## src/rtl/freq_discriminator.sv

```systemverilog
module freq_discriminator #(
  parameter int PW    = 16,
  parameter int K_MAX = 4,
  parameter int SH_MAX = 4
) (
  input  logic          clk,
  input  logic          rst_n,
  input  logic          phase_vld,
  input  logic [PW-1:0] phase_in,
  input  logic          dly_wr,
  input  logic [2:0]    dly_code,
  input  logic          cfg_wr,
  input  logic [7:0]    cfg_word,
  output logic          freq_vld,
  output logic [PW-1:0] freq_err,
  output logic          cfg_err
);
  localparam int DEPTH = 1 << K_MAX;
  localparam int AW    = K_MAX;
  localparam int FW    = K_MAX + 1;
  localparam int OFS_W = 5;

  logic [PW-1:0]    hist [DEPTH];
  logic [AW-1:0]    wp;
  logic [FW-1:0]    fill_q;
  logic [2:0]       k_q;
  logic [2:0]       sh_q;
  logic [OFS_W-1:0] off_q;

  wire          take    = phase_vld && !dly_wr;
  wire [FW-1:0] dly_len = FW'(1) << k_q;
  wire [AW-1:0] rp      = wp - dly_len[AW-1:0];
  wire          primed  = fill_q >= dly_len;

  wire          k_bad  = dly_code > 3'(K_MAX);
  wire          sh_bad = cfg_word[2:0] > 3'(SH_MAX);
  wire [2:0]    k_new  = k_bad ? 3'(K_MAX) : dly_code;
  wire [2:0]    sh_new = sh_bad ? 3'(SH_MAX) : cfg_word[2:0];

  wire [PW-1:0] diff   = phase_in - hist[rp];
  wire [PW-1:0] ofs_w  = {off_q, {(PW-OFS_W){1'b0}}};
  wire [PW-1:0] biased = diff + ofs_w;
  wire [PW-1:0] result = biased << sh_q;

  always_ff @(posedge clk)
    if (take) hist[wp] <= phase_in;

  always_ff @(posedge clk) begin
    if (!rst_n) begin
      wp     <= '0;
      fill_q <= '0;
    end else if (dly_wr) begin
      fill_q <= '0;
    end else if (phase_vld) begin
      wp <= wp + 1'b1;
      if (fill_q < FW'(DEPTH)) fill_q <= fill_q + 1'b1;
    end
  end

  always_ff @(posedge clk) begin
    if (!rst_n) begin
      k_q     <= '0;
      sh_q    <= '0;
      off_q   <= '0;
      cfg_err <= 1'b0;
    end else begin
      if (dly_wr) k_q <= k_new;
      if (cfg_wr) begin
        sh_q  <= sh_new;
        off_q <= cfg_word[7:3];
      end
      if ((dly_wr && k_bad) || (cfg_wr && sh_bad)) cfg_err <= 1'b1;
    end
  end

  always_ff @(posedge clk) begin
    if (!rst_n) begin
      freq_vld <= 1'b0;
      freq_err <= '0;
    end else begin
      freq_vld <= take && primed;
      if (take && primed) freq_err <= result;
    end
  end

  a_r11_vld_needs_sample: assert property (@(posedge clk) disable iff (!rst_n)
    freq_vld |-> $past(phase_vld));

  a_r6_dly_wr_blocks_output: assert property (@(posedge clk) disable iff (!rst_n)
    dly_wr |=> !freq_vld);

  a_r11_err_holds: assert property (@(posedge clk) disable iff (!rst_n)
    !freq_vld |-> $stable(freq_err));

  a_r9_err_sticky: assert property (@(posedge clk) disable iff (!rst_n)
    cfg_err |=> cfg_err);

  a_r9_err_cause: assert property (@(posedge clk) disable iff (!rst_n)
    $rose(cfg_err) |-> $past((cfg_wr && cfg_word[2:0] > 3'(SH_MAX)) ||
                             (dly_wr && dly_code > 3'(K_MAX))));

  a_r5_fill_bounded: assert property (@(posedge clk) disable iff (!rst_n)
    $past(dly_wr) |-> fill_q == '0);
endmodule

```

## config.mk

```make
export PLATFORM = sky130hd
export DESIGN_NAME = freq_discriminator
export DESIGN_NICKNAME = d
export VERILOG_FILES = /design/src/rtl/freq_discriminator.sv
export SDC_FILE = /design/constraint.sdc
export NUM_CORES = 1
export LEC_CHECK = 0
export ABC_AREA = 0
export BUFFER_PORTS_ARGS = -buffer_cell sky130_fd_sc_hd__buf_2
export CORE_AREA = 2 2 155 157
export DETAILED_ROUTE_END_ITERATION = 16
export DIE_AREA = 0 0 157 159
export PLACE_DENSITY = 0.72
export SYNTH_ARGS = -nofsm -noshare
export SYNTH_HDL_FRONTEND = slang
export SYNTH_SLANG_ARGS = --single-unit
```

## constraint.sdc

```tcl
create_clock -name clk -period 13.6 [get_ports clk]
set_clock_uncertainty 0.1 [all_clocks]
set_input_delay 2.72 -clock clk [delete_from_list [all_inputs] [get_ports clk]]
set_output_delay 2.72 -clock clk [all_outputs]
set_load 0.05 [all_outputs]
```

Yosys cells after proc, flatten, opt, wreduce, memory -nomap -nowiden
Memories as Yosys holds them, arrays and structs flattened.
Index checks and enable logic that the tools add are counted.

storage, ports and cells
  memories = 1
  bits in read-only memories = 0
  register bits = 38
  latch bits = 0
  output and inout port bits = 18
  memory bits (writable) = 256

operators by class
  div/mod/pow operators = 0
  equality and inequality tests = 0
  $lt $le $gt $ge = 4
  muxes and demuxes = 4
  shifts and indexed selects = 2
  $mul = 0
  reduce and logical (&&, ||, !) cells = 9
  bitwise gates (word level) = 2
  add/sub/neg operators = 5

memories
  name  words  width  read ports  clocked after Yosys merged registers in  write ports  RTL line  source
  hist  16     16     1           0                                        1            23        logic [PW-1:0] hist [DEPTH];

operator list
  kind                   number
  $add A16 B16 Y16       1
  $shl A16 B3 Y16        1
  $sub A16 B16 Y16       1
  $gt A3 B3 Y1 const B   2
  $mux W3                2
  $add A5 B1 Y5 const B  1
  $ge A5 B5 Y1           1
  $lt A5 B5 Y1 const B   1
  $shl A1 B3 Y5 const A  1
  $add A4 B1 Y4 const B  1
  $logic_and A1 B1 Y1    4
  $reduce_and A2 Y1      2
  $sub A4 B4 Y4          1
  $mux W1                2
  $not A1 Y1             2
  $reduce_or A2 Y1       1
  $logic_not A1 Y1       1
  $logic_or A1 B1 Y1     1

Depth between registers and ports, before layout
Gate-level depths: netlist of the first run.
An unclocked memory read counts as a cell.

  depth after elaboration = 6
  depth in mapped cells = 22

Least setup slack after synthesis of the first run
Ideal clock, no wire load.

  kind = register to register
  from = reg k_q[2]
  to = reg freq_err[12]
  arrival = 5639 ps
  period minus slack after synthesis = 5858 ps
  path slack = 7742 ps
  stages on the path, launching flop included = 21
  library setup time = 119 ps
  path buffers = 2
  path through = dfxtp_1 -> or4_4 -> fa_1 -> clkbuf_1 -> buf_1 -> mux4_2 -> nand2_1 -> nand2_1 -> o21ai_0 -> ha_1 -> ha_1 -> fa_1 -> a211oi_1 -> o21ai_1 -> a31oi_1 -> xor2_1 -> inv_1 -> mux4_2 -> and3_1 -> a31oi_1 -> a21boi_1

on the way
  word-level cells in the longest chain between the ends = 6

RTL lines
  element                 RTL line  source
  start, declared         26        logic [2:0] k_q;
  start signal, assigned  67        if (dly_wr) k_q <= k_new;
  $shl A1 B3 Y5 (*)       31        wire [FW-1:0] dly_len = FW'(1) << k_q;
  $sub A4 B4 Y4           32        wire [AW-1:0] rp = wp - dly_len[AW-1:0];
  $mem_v2 Z16 W16         --
  $sub A16 B16 Y16        40        wire [PW-1:0] diff = phase_in - hist[rp];
  $add A16 B16 Y16        42        wire [PW-1:0] biased = diff + ofs_w;
  $shl A16 B3 Y16         43        wire [PW-1:0] result = biased << sh_q;
  end signal, assigned    82        if (take && primed) freq_err <= result;
  end, declared           15        output logic [PW-1:0] freq_err,

Mark *: on every way between the ends. The rest lies on a longest branch, timed or not.
A chain may end at the register's enable or synchronous reset.

Worst setup path in the final report of the first run
Same ends and word-level chain as after synthesis.

==> results of run 1 <==
==> cells in the final DEF (no fill, tap or decap), drive strengths merged, types with 19 or more instances in the layout <==
master,instances
edfxtp,256
nand2,102
buf,70
mux4,65
dfxtp,38
o21ai,37
ha,36
clkbuf,36
nor2,29
a21oi,27
nand3,22
mux2i,19
==> worst reg2reg max path: stages (launching register included) <==
cell,delay [ns]
dfxtp_1,0.39
or4_4,0.58
fa_4,1.01
buf_4,0.78
mux4_2,0.67
nand2_1,0.08
nand2_1,0.06
o21ai_0,0.25
ha_1,0.33
fa_1,0.48
a211oi_1,0.32
o21ai_1,0.14
a31oi_1,0.21
xor2_1,0.27
inv_1,0.06
mux4_2,0.44
and3_1,0.19
a31oi_1,0.14
a21boi_1,0.08
==> flip-flops by register name (all words and copies together) (netlist names), 3 cells and up <==
| name | count |
|---|---|
| off_q | 5 |
| wp | 4 |
| freq_err | 16 |
| hist | 256 |
| sh_q | 3 |
| fill_q | 5 |
| k_q | 3 |
==> cells by family (layout without fill, tap and decap cells) <==
group	count (synthesis)	count (layout)	synth area share [%]
fa+ha+maj	42	42	4.45
simple gates	203	203	7.24
mux	87	87	13.2
flops	294	294	65.9
xor+xnor	26	26	1.92
compound gates	117	117	5.69
buf+inv	54	138	1.61
==> layout make-up <==
type                            count  area (sq um)
Multi-Input combinational cell    475          4250
Clock buffer                       36           773
Fill cell                        1703          8710
Clock inverter                     17           148
Tap cell                          319           399
Sequential cell                   294          8450
Inverter                           15          56.3
Timing Repair Buffer               70           403
==> report_power, final <==
| group | internal (mW) | switching, mW |
|---|---|---|
| Sequential | 0.991 | 0.00850 |
| Clock | 0.440 | 0.328 |
| Combinational | 0.261 | 0.368 |
==> worst max path at each step <==
stage	to	start	slack (ns)	depth (start not counted)
3_5_place_dp	freq_err[12]	k_q[2]	6.85	19
5_1_grt	freq_err[12]	k_q[0]	6.43	19
4_1_cts	freq_err[12]	k_q[2]	6.83	18
3_3_place_gp	freq_err[12]	k_q[2]	6.92	19
2_1_floorplan	freq_err[12]	k_q[2]	7.74	20
6_report	freq_err[12]	k_q[2]	6.91	18
==> routing by layer <==
metal  GRT usage [%]  wire length [microns]  vias up
li1                -                      -     3301
met1            32.7                  11600     3697
met2            35.9                  13500      260
met3            4.25                   2060       44
met4            6.96                    619        0
met5               0                      0        -
==> through the flow <==
step | hold slack, ns | utilization, %
after floorplan | 0.376 | -
after global placement | 0.340 | 58.5
after detailed placement | 0.344 | 58.5
after CTS | 0.355 | 62.4
after global routing | 0.388 | 62.4
final | 0.355 | 62.4
==> key figures, run 1 <==
CTS
  – Number of post-CTS setup repair buffers: 0
  – Num CTS Buffers: 30
  – Clock slew seen by the registers of the worst setup and hold paths: 0.06 ns
  – Root Driver: clkbuf_16
  – Number of H-tree levels: 1
  – Longest Clk Path Bufs: 3
  – Post-CTS sizing: 0
  – CTS Hold Bufs: 0
  – CTS tree: yes
  – Clock Sinks: 294
  – Worst-skew pair later-pin latency: 0.56 ns

Cells and area
  – Area delta synth->final: 12.9%
  – Layout cell share with drive strength beyond 1: 22.5%
  – Layout Cells excl Fill: 1226
  – Design area: 14500 sq um
  – Final #Nets: 960
  – Ant diodes: 0

STA
  – Crit path time final: 6.69 ns
  – Rel. slew slack: 33.6%
  – Final period util: 49.2%
  – RSZ-0062 raised after global routing: false
  – Final Hold Violating Endpoints: 0
  – Final worst slack: 6.91 ns
  – Achievable Freq: 150 MHz
  – Fin. max-slew vios: 0
  – Fin Setup TNS: 0 ns
  – Slew @ Worst Pin: 0.990 ns
  – Setup-failing EPs final: 0

Setup path
  – Cell Chain, Critical Path: or4_4 > fa_4 > buf_4 > mux4_2 > nand2_1 > nand2_1 > o21ai_0 > ha_1 > fa_1 > a211oi_1 > o21ai_1 > a31oi_1 > xor2_1 > inv_1 > mux4_2 > and3_1 > a31oi_1 > a21boi_1
  – Reg2reg path depth: 18
  – Endpoint class of the critical path: flop
  – Crit Path Category: flop to flop
  – Crit-path leading delay family: adder cells
  – CP arrival: 7.03 ns
  – CP startpoint kind: flop
  – Critical path fanouts, max: 51
  – Worst path bufs/invs: 2
  – Slowest CP cell: fa_4
  – Reg2reg setup slack: 6.91 ns
  – Crit Reg-Reg Startpoint: k_q[2]
  – Max incr delay on CP: 1.01 ns
  – Capturing point of the worst reg2reg path: freq_err[12]
  – Critical Path RT: 13.94 ns

Power and ir drop
  – Pwr/cell area: 166 nW/um^2
  – Leakage: 5.06 nW
  – Peak VDD IR: 0.118 mV
  – Power, Total: 2.40 mW

Global route
  – Number of global-route vias before repair: 7271
  – Pin count of the biggest net entering global routing: 54
  – Grt ovf: 0
  – All-Layer GR Usage: 22.8%
  – First-pass GRT wire length: 42.4 mm
  – Initial antenna violation count: 0

Logic synthesis
  – Synthesized net count: 897
  – Synth area leaders: edfxtp_1 (60%), mux4_2 (11%), dfxtp_1 (5.9%), ha_1 (3.5%), nand2_1 (3.0%)
  – Post-synthesis async set-or-reset flop share: 0%
  – Post-Syn Area per Cell: 15.6 sq um
  – Register area share after synthesis: 65.9%
  – Synth cell types: 53
  – EDFF count, synth: 256
  – Main synth FF type: edfxtp_1
  – Most common cell in the netlist: edfxtp_1
  – Synth warn: 0
  – Proportion of netlist area held by the largest area contributor: 59.9%
  – Synthesized instance count: 823
  – Area leader, netlist: edfxtp_1
  – Netlist Area Pre-Place: 12800 sq um
  – Synth Register Bits: 294
  – Synth top cells by count: edfxtp_1 (256), nand2_1 (102), mux4_2 (62)

Drt
  – # DRC: 0
  – Antenna Violating Nets Remaining: 0
  – Vias: 7302
  – DRT Wirelength: 27.8 mm
  – First drt pass iteration count: 5
  – WL/cell: 22.7 microns
  – Vias per cell: 5.96
  – 1st-iter DRT viols: 793

Place
  – DP Worst Slack: 6.85 ns
  – HPWL Detailed: 16.4 mm
  – Inst Count DP: 1173
  – DP Area: 13600 sq um
  – GPL Wtd Cong: 0.845
  – Port bufs: 49

Floorplan
  – FP Rows: 56
  – I/O pin cnt: 50
  – Die area: 25000 sq um
  – Core Area: 23200 sq um
  – Die H: 159 microns
  – Die Span X: 157 microns
  – Initial Utilization: 55.3%

Run
  – Maximum Capacitance Violations: 0

Worst hold path
  – Worst hold start: freq_err[10]
  – Hold Crit Depth: 2
  – Hold Path Sink: freq_err[10]
  – HP Class: flop to flop

Run status
  – Outcome: complete, no violations
Note: power is estimated with default switching activity, not from simulation.
==> inputs of run 2 (changes only) <==
- PLACE_DENSITY: 0.72 -> 0.75
- clock period: 13.6 -> 6 ns (I/O delays scaled with it)
==> key figures, run 2 (synthesis gave the netlist of run 1 again) <==
Run status
  – Outcome: complete, no violations

STA
  – Setup-failing EPs final: 0 (unchanged)
  – Fin Setup TNS: 0 ns (unchanged)
  – RSZ-0062 raised after global routing: false
  – Rel. slew slack: 21.4% (-12 points)
  – Crit path time final: 5.70 ns (-0.991 ns)
  – Hold_ws: 0.353 ns (-0.00265 ns)
  – Fin. max-slew vios: 0 (unchanged)
  – Final worst slack: 0.304 ns (-6.61 ns)
  – Final period util: 94.9% (+46 points)
  – Achievable Freq: 176 MHz (+17%)
  – Final Hold Violating Endpoints: 0 (unchanged)
  – Slew @ Worst Pin: 1.18 ns (+0.187 ns)

CTS
  – Clock Sinks: 294 (unchanged)
  – CTS tree: yes
  – CTS Hold Bufs: 0 (unchanged)
  – Worst-skew pair later-pin latency: 0.55 ns (about the same)
  – Root Driver: clkbuf_16
  – Longest Clk Path Bufs: 3 (unchanged)
  – Clock slew seen by the registers of the worst setup and hold paths: 0.06 ns (about the same)
  – Number of H-tree levels: 1 (unchanged)
  – Num CTS Buffers: 29 (-3.3%)

Setup path
  – Critical Path RT: 6.34 ns (-7.60 ns)
  – CP startpoint kind: flop
  – Crit Path Category: flop to flop
  – Endpoint class of the critical path: flop
  – Critical path fanouts, max: 8 (-84%)
  – CP arrival: 6.04 ns (-0.99 ns)

Drt
  – Met3 routed WL: 1.77 mm (-14%)
  – Vias per cell: 5.89 (-1.2%)
  – First drt pass iteration count: 5 (unchanged)
  – # DRC: 0 (unchanged)
  – Vias: 7306 (+0.055%)
  – Met2 wire length: 13.7 mm (+1.2%)
  – Top Metal Used: met4
  – WL/cell: 22.5 microns (-0.82%)
  – DRT Wirelength: 27.9 mm (+0.39%)
  – 1st-iter DRT viols: 702 (-11%)
  – Antenna Violating Nets Remaining: 0 (unchanged)
  – Met1 Wirelength: 11.7 mm (+1.1%)

Cells and area
  – Ant diodes: 0 (unchanged)
  – Area delta synth->final: 13.5%
  – Commonest cells after routing, fill and taps aside: edfxtp_1 (256), nand2_1 (102), mux4_2 (62)
  – Final #Nets: 978 (+1.9%)
  – Design area: 14600 sq um (+0.52%)
  – Fill count: 1656 (-2.8%)
  – Layout cell share with drive strength beyond 1: 23.4% (+0.94 points)
  – Biggest regs: hist: 256 flops, freq_err: 16 flops
  – Top reg by flops: hist
  – Commonest non-fill, non-tap cell in the layout: edfxtp_1
  – Max FFs per register: 256 (unchanged)

Run
  – Maximum Capacitance Violations: 0 (unchanged)

Power and ir drop
  – Pwr/cell area: 368 nW/um^2 (+120%)
  – Leakage: 5.13 nW (+1.3%)
  – Clock power frac: 30.1% (-2.0 points)
  – Power, Total: 5.36 mW (+120%)
  – Logic gate share of total power: 27.7% (+1.5 points)
  – Peak VDD IR: 0.239 mV (+100%)
  – Psw: 1.59 mW (+130%)
  – Switching Fraction: 29.7% (+0.30 points)
  – P_int: 3.76 mW (+120%)
  – Reg power frac: 42.3% (+0.6 points)

Floorplan
  – FP Rows: 56 (unchanged)
  – I/O pin cnt: 50 (unchanged)
  – Core Area: 23200 sq um (unchanged)
  – Die H: 159 microns (unchanged)
  – Initial Utilization: 55.3% (unchanged)
  – Die Span X: 157 microns (unchanged)
  – Die area: 25000 sq um (unchanged)

Global route
  – Number of global-route vias before repair: 7268 (-0.041%)
  – First-pass GRT wire length: 42.8 mm (+0.85%)
  – Grt ovf: 0 (unchanged)
  – Pin count of the biggest net entering global routing: 36 (-33%)
  – Initial antenna violation count: 0 (unchanged)
  – All-Layer GR Usage: 22.8% (+0.066 points)

Worst hold path
  – HP Class: flop to flop

Place
  – DP Area: 13700 sq um (+0.96%)
  – GPL Wtd Cong: 0.865 (+2.4%)
  – Port bufs: 49 (unchanged)
  – HPWL Detailed: 17.3 mm (+5.4%)
  – DP Worst Slack: 0.220 ns (-6.63 ns)
[run 2: cell types whose count changed in the layout (fill, tap and decap cells not counted), moves of 2 or more]
cell	change
clkbuf_1	+4
clkinvlp_4	-4
bufinv_16	-2
clkinv_2	-2
buf_12	+2
buf_4	+17
[run 2: worst paths after layout]
| kind | start | endpoint | slack, ns | cells past startpoint |
|---|---|---|---|---|
| setup / recovery | k_q[1] | freq_err[12] | 0.30 | 19 |
| hold / removal | freq_err[10] | freq_err[10] | 0.35 | 2 |
| setup reg to reg | k_q[1] | freq_err[12] | 0.30 | 19 |
| hold reg to reg | freq_err[10] | freq_err[10] | 0.35 | 2 |
[run 2: per-stage QoR]
step | cells | util (%)
2_1_floorplan | 823 | -
3_3_place_gp | 1187 | 59.0
3_5_place_dp | 1187 | 59.0
4_1_cts | 1236 | 62.6
5_1_grt | 1241 | 62.8
6_report | 1241 | 62.8
[run 2: layout make-up]
class	count	area (sq um)	area share, %
Multi-Input combinational cell	475	4260	29.3
Clock inverter	10	60.1	0.413
Inverter	15	56.3	0.387
Tap cell	319	399	2.74
Sequential cell	294	8450	58.0
Clock buffer	39	763	5.24
Timing Repair Buffer	89	571	3.92
[run 2: worst max-delay path: stages, from the launching register on]
cell and delay [ns]:
dfxtp_1 0.39, or4_4 0.52, fa_4 0.88, buf_4 0.15, mux4_2 0.48, nand2_1 0.09, nand2_1 0.05, o21ai_0 0.18
ha_1 0.28, ha_1 0.26, fa_1 0.45, a211oi_2 0.27, o21ai_1 0.12, a31oi_1 0.21, xor2_1 0.24, inv_1 0.06
mux4_2 0.44, and3_1 0.19, a31oi_1 0.14, a21boi_1 0.08
[run 2: power by group through the flow]
stage	clock [mW]	sequential, mW	combinational [mW]
global route	1.72	2.27	1.62
detailed placement	0	2.31	1.45
CTS	1.64	2.26	1.46
finish	1.61	2.26	1.48
global placement	0	2.31	1.44
floorplan	0	2.34	1.02
[run 2: timing repair]
action | CTS | global route
hold endpoints to repair | 0 | 0
resized for setup | 0 | 1
setup buffers | 0 | 5
setup endpoints to repair | 0 | 6
[run 2: per-layer routing]
layer / global-route usage (%) / vias up
met5: 0 / -
met4: 6.30 / 0
li1: - / 3336
met2: 36.8 / 277
met3: 3.65 / 49
met1: 32.8 / 3644
